===== src/rtl/ecc_csr_pkg.sv =====
package ecc_csr_pkg;
    localparam int CNT_W   = 8;
    localparam int NUM_CLS = 3;
    localparam int REG_AW  = 10;
    localparam int REG_DW  = 32;
    localparam int CTRL_W  = 9;

    localparam logic [REG_AW-1:0] OFF_CTRL  = 10'h130;
    localparam logic [REG_AW-1:0] OFF_STAT  = 10'h131;
    localparam logic [REG_AW-1:0] OFF_EADDR = 10'h132;

    // field order is the register bit order, bit 8 first
    typedef struct packed {
        logic drop_mask;
        logic clear;
        logic dbe_mask;
        logic sbe_mask;
        logic int_en;
        logic inj_dbe;
        logic inj_sbe;
        logic auto_corr;
        logic ecc_en;
    } ctrl_t;

    localparam ctrl_t CTRL_RESET = '{drop_mask: 1'b0, clear: 1'b0, dbe_mask: 1'b0,
                                     sbe_mask: 1'b0, int_en: 1'b1, inj_dbe: 1'b0,
                                     inj_sbe: 1'b0, auto_corr: 1'b0, ecc_en: 1'b1};

    typedef enum int {CLS_SBE = 0, CLS_DBE = 1, CLS_DROP = 2} ev_cls_e;
endpackage


===== src/rtl/ecc_sat_cnt.sv =====
module ecc_sat_cnt #(
    parameter int W = 8
) (
    input  logic         clk,
    input  logic         rst_n,
    input  logic         clr_i,
    input  logic         inc_i,
    output logic [W-1:0] cnt_o
);
    localparam logic [W-1:0] MAX = '1;

    logic [W-1:0] cnt_d, cnt_q;

    always_comb begin
        cnt_d = cnt_q;
        if (clr_i) begin
            cnt_d = '0;
        end else if (inc_i && cnt_q != MAX) begin
            cnt_d = cnt_q + 1'b1;
        end
    end

    always_ff @(posedge clk or negedge rst_n) begin
        if (!rst_n) cnt_q <= '0;
        else        cnt_q <= cnt_d;
    end

    assign cnt_o = cnt_q;

    // a full counter stays full
    p_sat_hold_r5: assert property (@(posedge clk) disable iff (!rst_n)
        (cnt_o == MAX && !clr_i) |=> cnt_o == MAX);

    // one step per event below the limit
    p_step_r5: assert property (@(posedge clk) disable iff (!rst_n)
        (inc_i && !clr_i && cnt_o != MAX) |=> cnt_o == $past(cnt_o) + 1'b1);
endmodule


===== src/rtl/ecc_csr_ctrl.sv =====
module ecc_csr_ctrl
    import ecc_csr_pkg::*;
#(
    parameter int DATA_W      = 64,
    parameter bit ECC_PRESENT = 1'b1
) (
    input  logic              clk,
    input  logic              rst_n,
    input  logic              wr_i,
    input  logic [CTRL_W-1:0] wdata_i,
    output ctrl_t             ctrl_o,
    output logic              clear_o,
    input  logic [DATA_W-1:0] wr_data_i,
    output logic [DATA_W-1:0] wr_data_o
);
    ctrl_t             ctrl_d, ctrl_q;
    logic [DATA_W-1:0] inj_mask;

    always_comb begin
        ctrl_d       = ctrl_q;
        ctrl_d.clear = 1'b0;
        if (wr_i) begin
            ctrl_d = ctrl_t'(wdata_i);
        end
        if (!ECC_PRESENT) begin
            ctrl_d.ecc_en = 1'b0;
        end
    end

    always_ff @(posedge clk or negedge rst_n) begin
        if (!rst_n) begin
            ctrl_q        <= CTRL_RESET;
            ctrl_q.ecc_en <= ECC_PRESENT;
        end else begin
            ctrl_q <= ctrl_d;
        end
    end

    assign clear_o = wr_i & wdata_i[7];
    assign ctrl_o  = ctrl_q;

    always_comb begin
        inj_mask = '0;
        if (ctrl_q.ecc_en) begin
            inj_mask[0] = ctrl_q.inj_sbe | ctrl_q.inj_dbe;
            inj_mask[1] = ctrl_q.inj_dbe;
        end
    end

    assign wr_data_o = wr_data_i ^ inj_mask;

    // no corruption while checking is off
    p_passthru_r3: assert property (@(posedge clk) disable iff (!rst_n)
        !ctrl_o.ecc_en |-> wr_data_o == wr_data_i);

    // upper data bits never altered
    p_upper_r3: assert property (@(posedge clk) disable iff (!rst_n)
        wr_data_o[DATA_W-1:2] == wr_data_i[DATA_W-1:2]);

    // clear bit drops after one cycle without a new clearing write
    p_clr_self_r7: assert property (@(posedge clk) disable iff (!rst_n)
        (ctrl_o.clear && !wr_i) |=> !ctrl_o.clear);
endmodule


===== src/rtl/ecc_csr_status.sv =====
module ecc_csr_status
    import ecc_csr_pkg::*;
#(
    parameter int EA_W = 32
) (
    input  logic                   clk,
    input  logic                   rst_n,
    input  logic                   clear_i,
    input  logic [NUM_CLS-1:0]     ev_i,
    input  logic [EA_W-1:0]        ev_addr_i,
    input  logic                   int_en_i,
    input  logic [NUM_CLS-1:0]     mask_i,
    output logic [NUM_CLS*CNT_W+8-1:0] status_o,
    output logic [EA_W-1:0]        err_addr_o,
    output logic                   irq_o
);
    typedef struct packed {
        logic [NUM_CLS-1:0] flag;
        logic [EA_W-1:0]    addr;
        logic               irq;
    } st_t;

    st_t st_d, st_q;
    logic [CNT_W-1:0] cnt [NUM_CLS];

    for (genvar g = 0; g < NUM_CLS; g++) begin : g_cnt
        ecc_sat_cnt #(.W(CNT_W)) u_cnt (
            .clk   (clk),
            .rst_n (rst_n),
            .clr_i (clear_i),
            .inc_i (ev_i[g]),
            .cnt_o (cnt[g])
        );
    end

    always_comb begin
        st_d = st_q;
        if (clear_i) begin
            st_d = '0;
        end else begin
            st_d.flag = st_q.flag | ev_i;
            if (ev_i[CLS_SBE] || ev_i[CLS_DBE]) begin
                st_d.addr = ev_addr_i;
            end
            st_d.irq = int_en_i & (|(st_q.flag & ~mask_i));
        end
    end

    always_ff @(posedge clk or negedge rst_n) begin
        if (!rst_n) st_q <= '0;
        else        st_q <= st_d;
    end

    assign status_o   = {cnt[CLS_DROP], cnt[CLS_DBE], cnt[CLS_SBE], 5'b0, st_q.flag};
    assign err_addr_o = st_q.addr;
    assign irq_o      = st_q.irq;

    // flags never fall without a clear
    p_sticky_r4: assert property (@(posedge clk) disable iff (!rst_n)
        !clear_i |=> ((status_o[NUM_CLS-1:0] & $past(status_o[NUM_CLS-1:0]))
                      == $past(status_o[NUM_CLS-1:0])));

    // address of a single or double error is captured
    p_addr_cap_r6: assert property (@(posedge clk) disable iff (!rst_n)
        ((ev_i[CLS_SBE] || ev_i[CLS_DBE]) && !clear_i) |=> err_addr_o == $past(ev_addr_i));

    // clear wins and wipes everything
    p_clear_r7: assert property (@(posedge clk) disable iff (!rst_n)
        clear_i |=> (status_o == '0 && err_addr_o == '0 && !irq_o));

    // no interrupt while disabled
    p_irq_gate_r9: assert property (@(posedge clk) disable iff (!rst_n)
        !int_en_i |=> !irq_o);
endmodule


===== src/rtl/ecc_err_csr.sv =====
module ecc_err_csr
    import ecc_csr_pkg::*;
#(
    parameter int DATA_W      = 64,
    parameter bit ECC_PRESENT = 1'b1
) (
    input  logic              clk,
    input  logic              rst_n,
    input  logic              bus_wr,
    input  logic [9:0]        bus_addr,
    input  logic [31:0]       bus_wdata,
    output logic [31:0]       bus_rdata,
    input  logic [DATA_W-1:0] wr_data_in,
    output logic [DATA_W-1:0] wr_data_out,
    output logic              ecc_check_en,
    output logic              auto_corr_en,
    input  logic              ev_sbe,
    input  logic              ev_dbe,
    input  logic              ev_drop,
    input  logic [31:0]       ev_addr,
    output logic              irq
);
    ctrl_t       ctrl;
    logic        clear;
    logic        ctrl_wr;
    logic [31:0] status;
    logic [31:0] err_addr;
    logic        unused_wbits;

    assign ctrl_wr      = bus_wr && (bus_addr == OFF_CTRL);
    assign unused_wbits = ^bus_wdata[REG_DW-1:CTRL_W];

    ecc_csr_ctrl #(.DATA_W(DATA_W), .ECC_PRESENT(ECC_PRESENT)) u_ctrl (
        .clk       (clk),
        .rst_n     (rst_n),
        .wr_i      (ctrl_wr),
        .wdata_i   (bus_wdata[CTRL_W-1:0]),
        .ctrl_o    (ctrl),
        .clear_o   (clear),
        .wr_data_i (wr_data_in),
        .wr_data_o (wr_data_out)
    );

    ecc_csr_status #(.EA_W(32)) u_status (
        .clk        (clk),
        .rst_n      (rst_n),
        .clear_i    (clear),
        .ev_i       ({ev_drop, ev_dbe, ev_sbe}),
        .ev_addr_i  (ev_addr),
        .int_en_i   (ctrl.int_en),
        .mask_i     ({ctrl.drop_mask, ctrl.dbe_mask, ctrl.sbe_mask}),
        .status_o   (status),
        .err_addr_o (err_addr),
        .irq_o      (irq)
    );

    assign ecc_check_en = ctrl.ecc_en;
    assign auto_corr_en = ctrl.auto_corr;

    always_comb begin
        case (bus_addr)
            OFF_CTRL:  bus_rdata = {{(REG_DW-CTRL_W){1'b0}}, ctrl};
            OFF_STAT:  bus_rdata = status;
            OFF_EADDR: bus_rdata = err_addr;
            default:   bus_rdata = '0;
        endcase
    end
endmodule


===== config.mk =====
export PLATFORM = sky130hd
export DESIGN_NAME = ecc_err_csr
export DESIGN_NICKNAME = d
export VERILOG_FILES = /design/src/rtl/ecc_csr_pkg.sv /design/src/rtl/ecc_sat_cnt.sv /design/src/rtl/ecc_csr_ctrl.sv /design/src/rtl/ecc_csr_status.sv /design/src/rtl/ecc_err_csr.sv
export SDC_FILE = /design/constraint.sdc
export NUM_CORES = 1
export LEC_CHECK = 0
export BUFFER_PORTS_ARGS = -buffer_cell sky130_fd_sc_hd__buf_4
export CORE_MARGIN = 4
export CORE_UTILIZATION = 47
export DETAILED_ROUTE_END_ITERATION = 10
export GPL_TIMING_DRIVEN = 0
export MAX_ROUTING_LAYER = met4
export PLACE_DENSITY = 0.95
export SYNTH_ARGS = -nofsm -noshare
export SYNTH_HDL_FRONTEND = slang
export SYNTH_SLANG_ARGS = --single-unit

===== constraint.sdc =====
create_clock -name clk -period 9.3 [get_ports clk]
set_clock_uncertainty 0.05 [all_clocks]
set_input_delay 2.79 -clock clk [delete_from_list [all_inputs] [get_ports clk]]
set_output_delay 2.79 -clock clk [all_outputs]
set_load 0.05 [all_outputs]

==> summary.md <==
| Metric | Value |
|---|---|
| Worst path max stage delay | 580 ps |
| Slowest CP cell | or4b_4 |
| Area Overhead vs Synth | 38.58% |
| Max-cap viol count | 0 |
| Slew headroom | 43.43% |
| Syn. warnings | 0 |
| Root buf cell | clkbuf_8 |
| Setup-failing EPs final | 0 |
| Layout cells sized above 1 | 44.84% |
| Worst R2R Path Depth | 5 |
| Drt total wl | 11,370 um |
| Drt wl/cell | 16.33 um |
| Worst endpoint required time | 6460 ps |
| Power Density | 174.7 nW/um2 |
| Mapped cell area | 3979 um2 |
| Gpl congestion | 0.8853 |
| Final core utilization | 67.11% |
| Final worst-path cycle share | 80.95% |
| Final slew viol count | 0 |
| Hold/Removal Path Class | register to register |
| Worst vdd ir | 0.09929 mV |
| RSZ-0062 raised after global routing | false |
| Nets@finish | 733 |
| CTS clk-pin slew, worst paths | 80 ps |
| Post-CTS Hold Fix Bufs | 0 |
| Number of non-filler instances in the completed layout | 696 |
| Syn_nets | 565 |
| Outcome | complete, no violations |
| Arrival time worst endpoint | 4690 ps |
| Gr usage total | 22.89% |
| Actual slew at the worst max-slew pin | 848.5 ps |
| Grt total ovfl | 0 |
| Setup TNS | 0 ps |
| Pleak | 2.811 nW |
| Via count | 3,666 |
| Setup CP Type | primary input to output pin |
| Synthesized area per cell | 9.519 um2 |
| Inserted Diodes | 0 |
| Hold Crit Depth | 2 |
| Vias per std cell | 5.267 |
| Largest net degree at the start of global routing | 70 |
| EDFF count, synth | 0 |
| First-pass GRT wire length | 17,710 um |
| Peak Freq | 132.8 MHz |
| Hold slack | 468.4 ps |
| Port Buffer Count | 157 |
| Core Area | 8217 um2 |
| Die ar. | 10,000 um2 |
| Yosys cell types | 43 |
| Drt initial violations | 148 |
| Setup crit start kind | primary input |
| H-tree depth | 3 |
| Synth Instances | 418 |
| Final min period | 7528 ps |
| Clk_lat worst skew | 350 ps |
| CP cell instances | buf_4 > or4b_4 > nor4_4 > buf_4 > a22o_1 > buf_4 |
| Post-synthesis async set-or-reset flop share | 100.0% |
| Post-route design area | 5514 um2 |
| Clock sinks | 69 |
| CTS Buffer Depth | 2 |
| Site row count | 33 |
| 1st-pass router iterations | 5 |
| Fin. Hold Viols | 0 |
| Critical Path End Type | output pin |
| Vias in the first global route | 3,693 |
| Critical Path Most Common Cell | buf_4 |
| Num CTS Buffers | 9 |
| Critical Path Fanout Max | 10 |
| I/O pin total | 243 |
| Register area share after synthesis | 43.46% |
| TritonCTS clock tree | yes |
| Placed inst area | 5289 um2 |
| Placed Cells | 680 |
| Final ANT Viol Nets | 0 |
| Multi-input logic area | 1627 um2 |
| Starting Density | 48.42% |
| Initial antenna violation count | 0 |
| Synth Register Bits | 69 |
| CTS resizes | 0 |
| Post-CTS setup buffers | 0 |
| Die X | 100.0 um |
| Main flop type after synthesis | dfrtp_1 |
| Vert. Die Dim | 100.0 um |
| Dpl hpwl | 8897 um |
| Fillers | 632 |
| DRC viols | 0 |
| Seq. cell area | 1729 um2 |
-- cell usage in the layout (no fill, tap or decap), types with 2 or more instances in the layout --
cell type	instances
ha_1	3
and3_1	4
buf_4	228
dfrtp_1	67
nand4_1	5
clkbuf_8	11
o31ai_1	3
nand2_1	71
nand3_1	6
a31oi_1	2
nor4_4	2
nor3_1	10
a22o_1	28
o211ai_1	4
nor2b_1	2
nor3b_1	3
and4_1	3
bufinv_16	2
nor2_1	27
mux2_4	8
buf_2	3
dfstp_2	2
clkinv_2	2
xor2_1	7
a21oi_1	38
mux2i_1	5
a222oi_1	4
o21ai_0	6
inv_1	10
clkbuf_1	8
xnor2_1	2
-- metrics by stage --
step	total power, mW	worst slack, ps
5_1_grt	1.018	1703
3_5_place_dp	0.6890	1779
2_1_floorplan	0.5961	2109
6_report	0.9632	1772
3_3_place_gp	0.6704	1782
4_1_cts	0.9668	1780
-- worst max-delay path, delay by kind of cell --
family | cells | cell delay, ps
compound gates | 1 | 200
simple gates | 2 | 1070
buf+inv | 3 | 620
-- Yosys cell counts (6+ instances only) --
cell type,n,area [um2]
nand2_1,71,266.5
mux2_4,8,120.1
a21oi_1,38,190.2
o21ai_0,6,30.03
a22o_1,28,245.2
xor2_1,7,61.31
inv_1,10,37.54
buf_4,71,533.0
clkbuf_1,7,26.28
nand3_1,6,30.03
dfrtp_1,67,1677
nor3_1,10,50.05
nor2_1,27,101.4
-- registers in the layout, summed over array words and instances, names as in the netlist --
| signal | cells |
|---|---|
| u_status.err_addr_o | 32 |
| u_status.status_o | 3 |
| u_status.g_cnt.u_cnt.cnt_o | 24 |
| u_status.irq_o | 1 |
| u_ctrl.ctrl_o | 9 |
-- power breakdown --
group | internal (mW) | switching, mW | total (mW) | leakage (nW)
registers | 0.357 | 0.0741 | 0.432 | 0.834
logic | 0.110 | 0.143 | 0.254 | 1.86
clock network | 0.165 | 0.113 | 0.278 | 0.116
total | 0.633 | 0.330 | 0.963 | 2.81
-- layer usage --
layer	GRT usage, %	wire length (um)	up-vias
met5	-	0	-
met4	7.461	159	0
met3	5.559	906	15
met2	38.48	5932	154
met1	27.13	4367	1764
li1	-	-	1733
-- cell families after synthesis --
| group | after synthesis | share of synthesized area [%] |
|---|---|---|
| adders and majority gates | 3 | 0.9435 |
| buffers and inverters | 92 | 15.66 |
| and+or+nand+nor | 142 | 18.27 |
| DFF | 69 | 43.46 |
| muxes | 13 | 4.277 |
| xor gates and xnor gates | 9 | 1.981 |
| AOI/OAI and AO/OA | 90 | 15.41 |
-- final timing paths --
| path | startpoint | endpoint | slack (ps) |
|---|---|---|---|
| worst max-delay path | bus_addr[9] | bus_rdata[25] | 1770 |
| worst min-delay path | u_ctrl.ctrl_o[4]$_DFFE_PN1P_ | u_status.irq_o$_DFF_PN0_ | 470 |
| worst max register to register | u_status.g_cnt[2].u_cnt.cnt_o[0]$_DFFE_PN0P_ | u_status.g_cnt[2].u_cnt.cnt_o[1]$_DFFE_PN0P_ | 7640 |
| worst min register to register | u_ctrl.ctrl_o[4]$_DFFE_PN1P_ | u_status.irq_o$_DFF_PN0_ | 470 |
| max in group asynchronous | rst_n | u_status.err_addr_o[0]$_DFFE_PN0P_ | 6150 |
| min in group asynchronous | rst_n | u_status.err_addr_o[11]$_DFFE_PN0P_ | 2520 |
-- cell type report --
cell class                      instances  area share (%)
Sequential cell                        69           31.36
Multi-Input combinational cell        257           29.50
Timing Repair Buffer                  157           21.38
Buffer                                 82           10.62
Clock inverter                          4           1.271
Inverter                               10          0.6807
Clock buffer                           12           2.814
Tap cell                              105           2.383
Note: power is estimated with default switching activity, not from simulation.
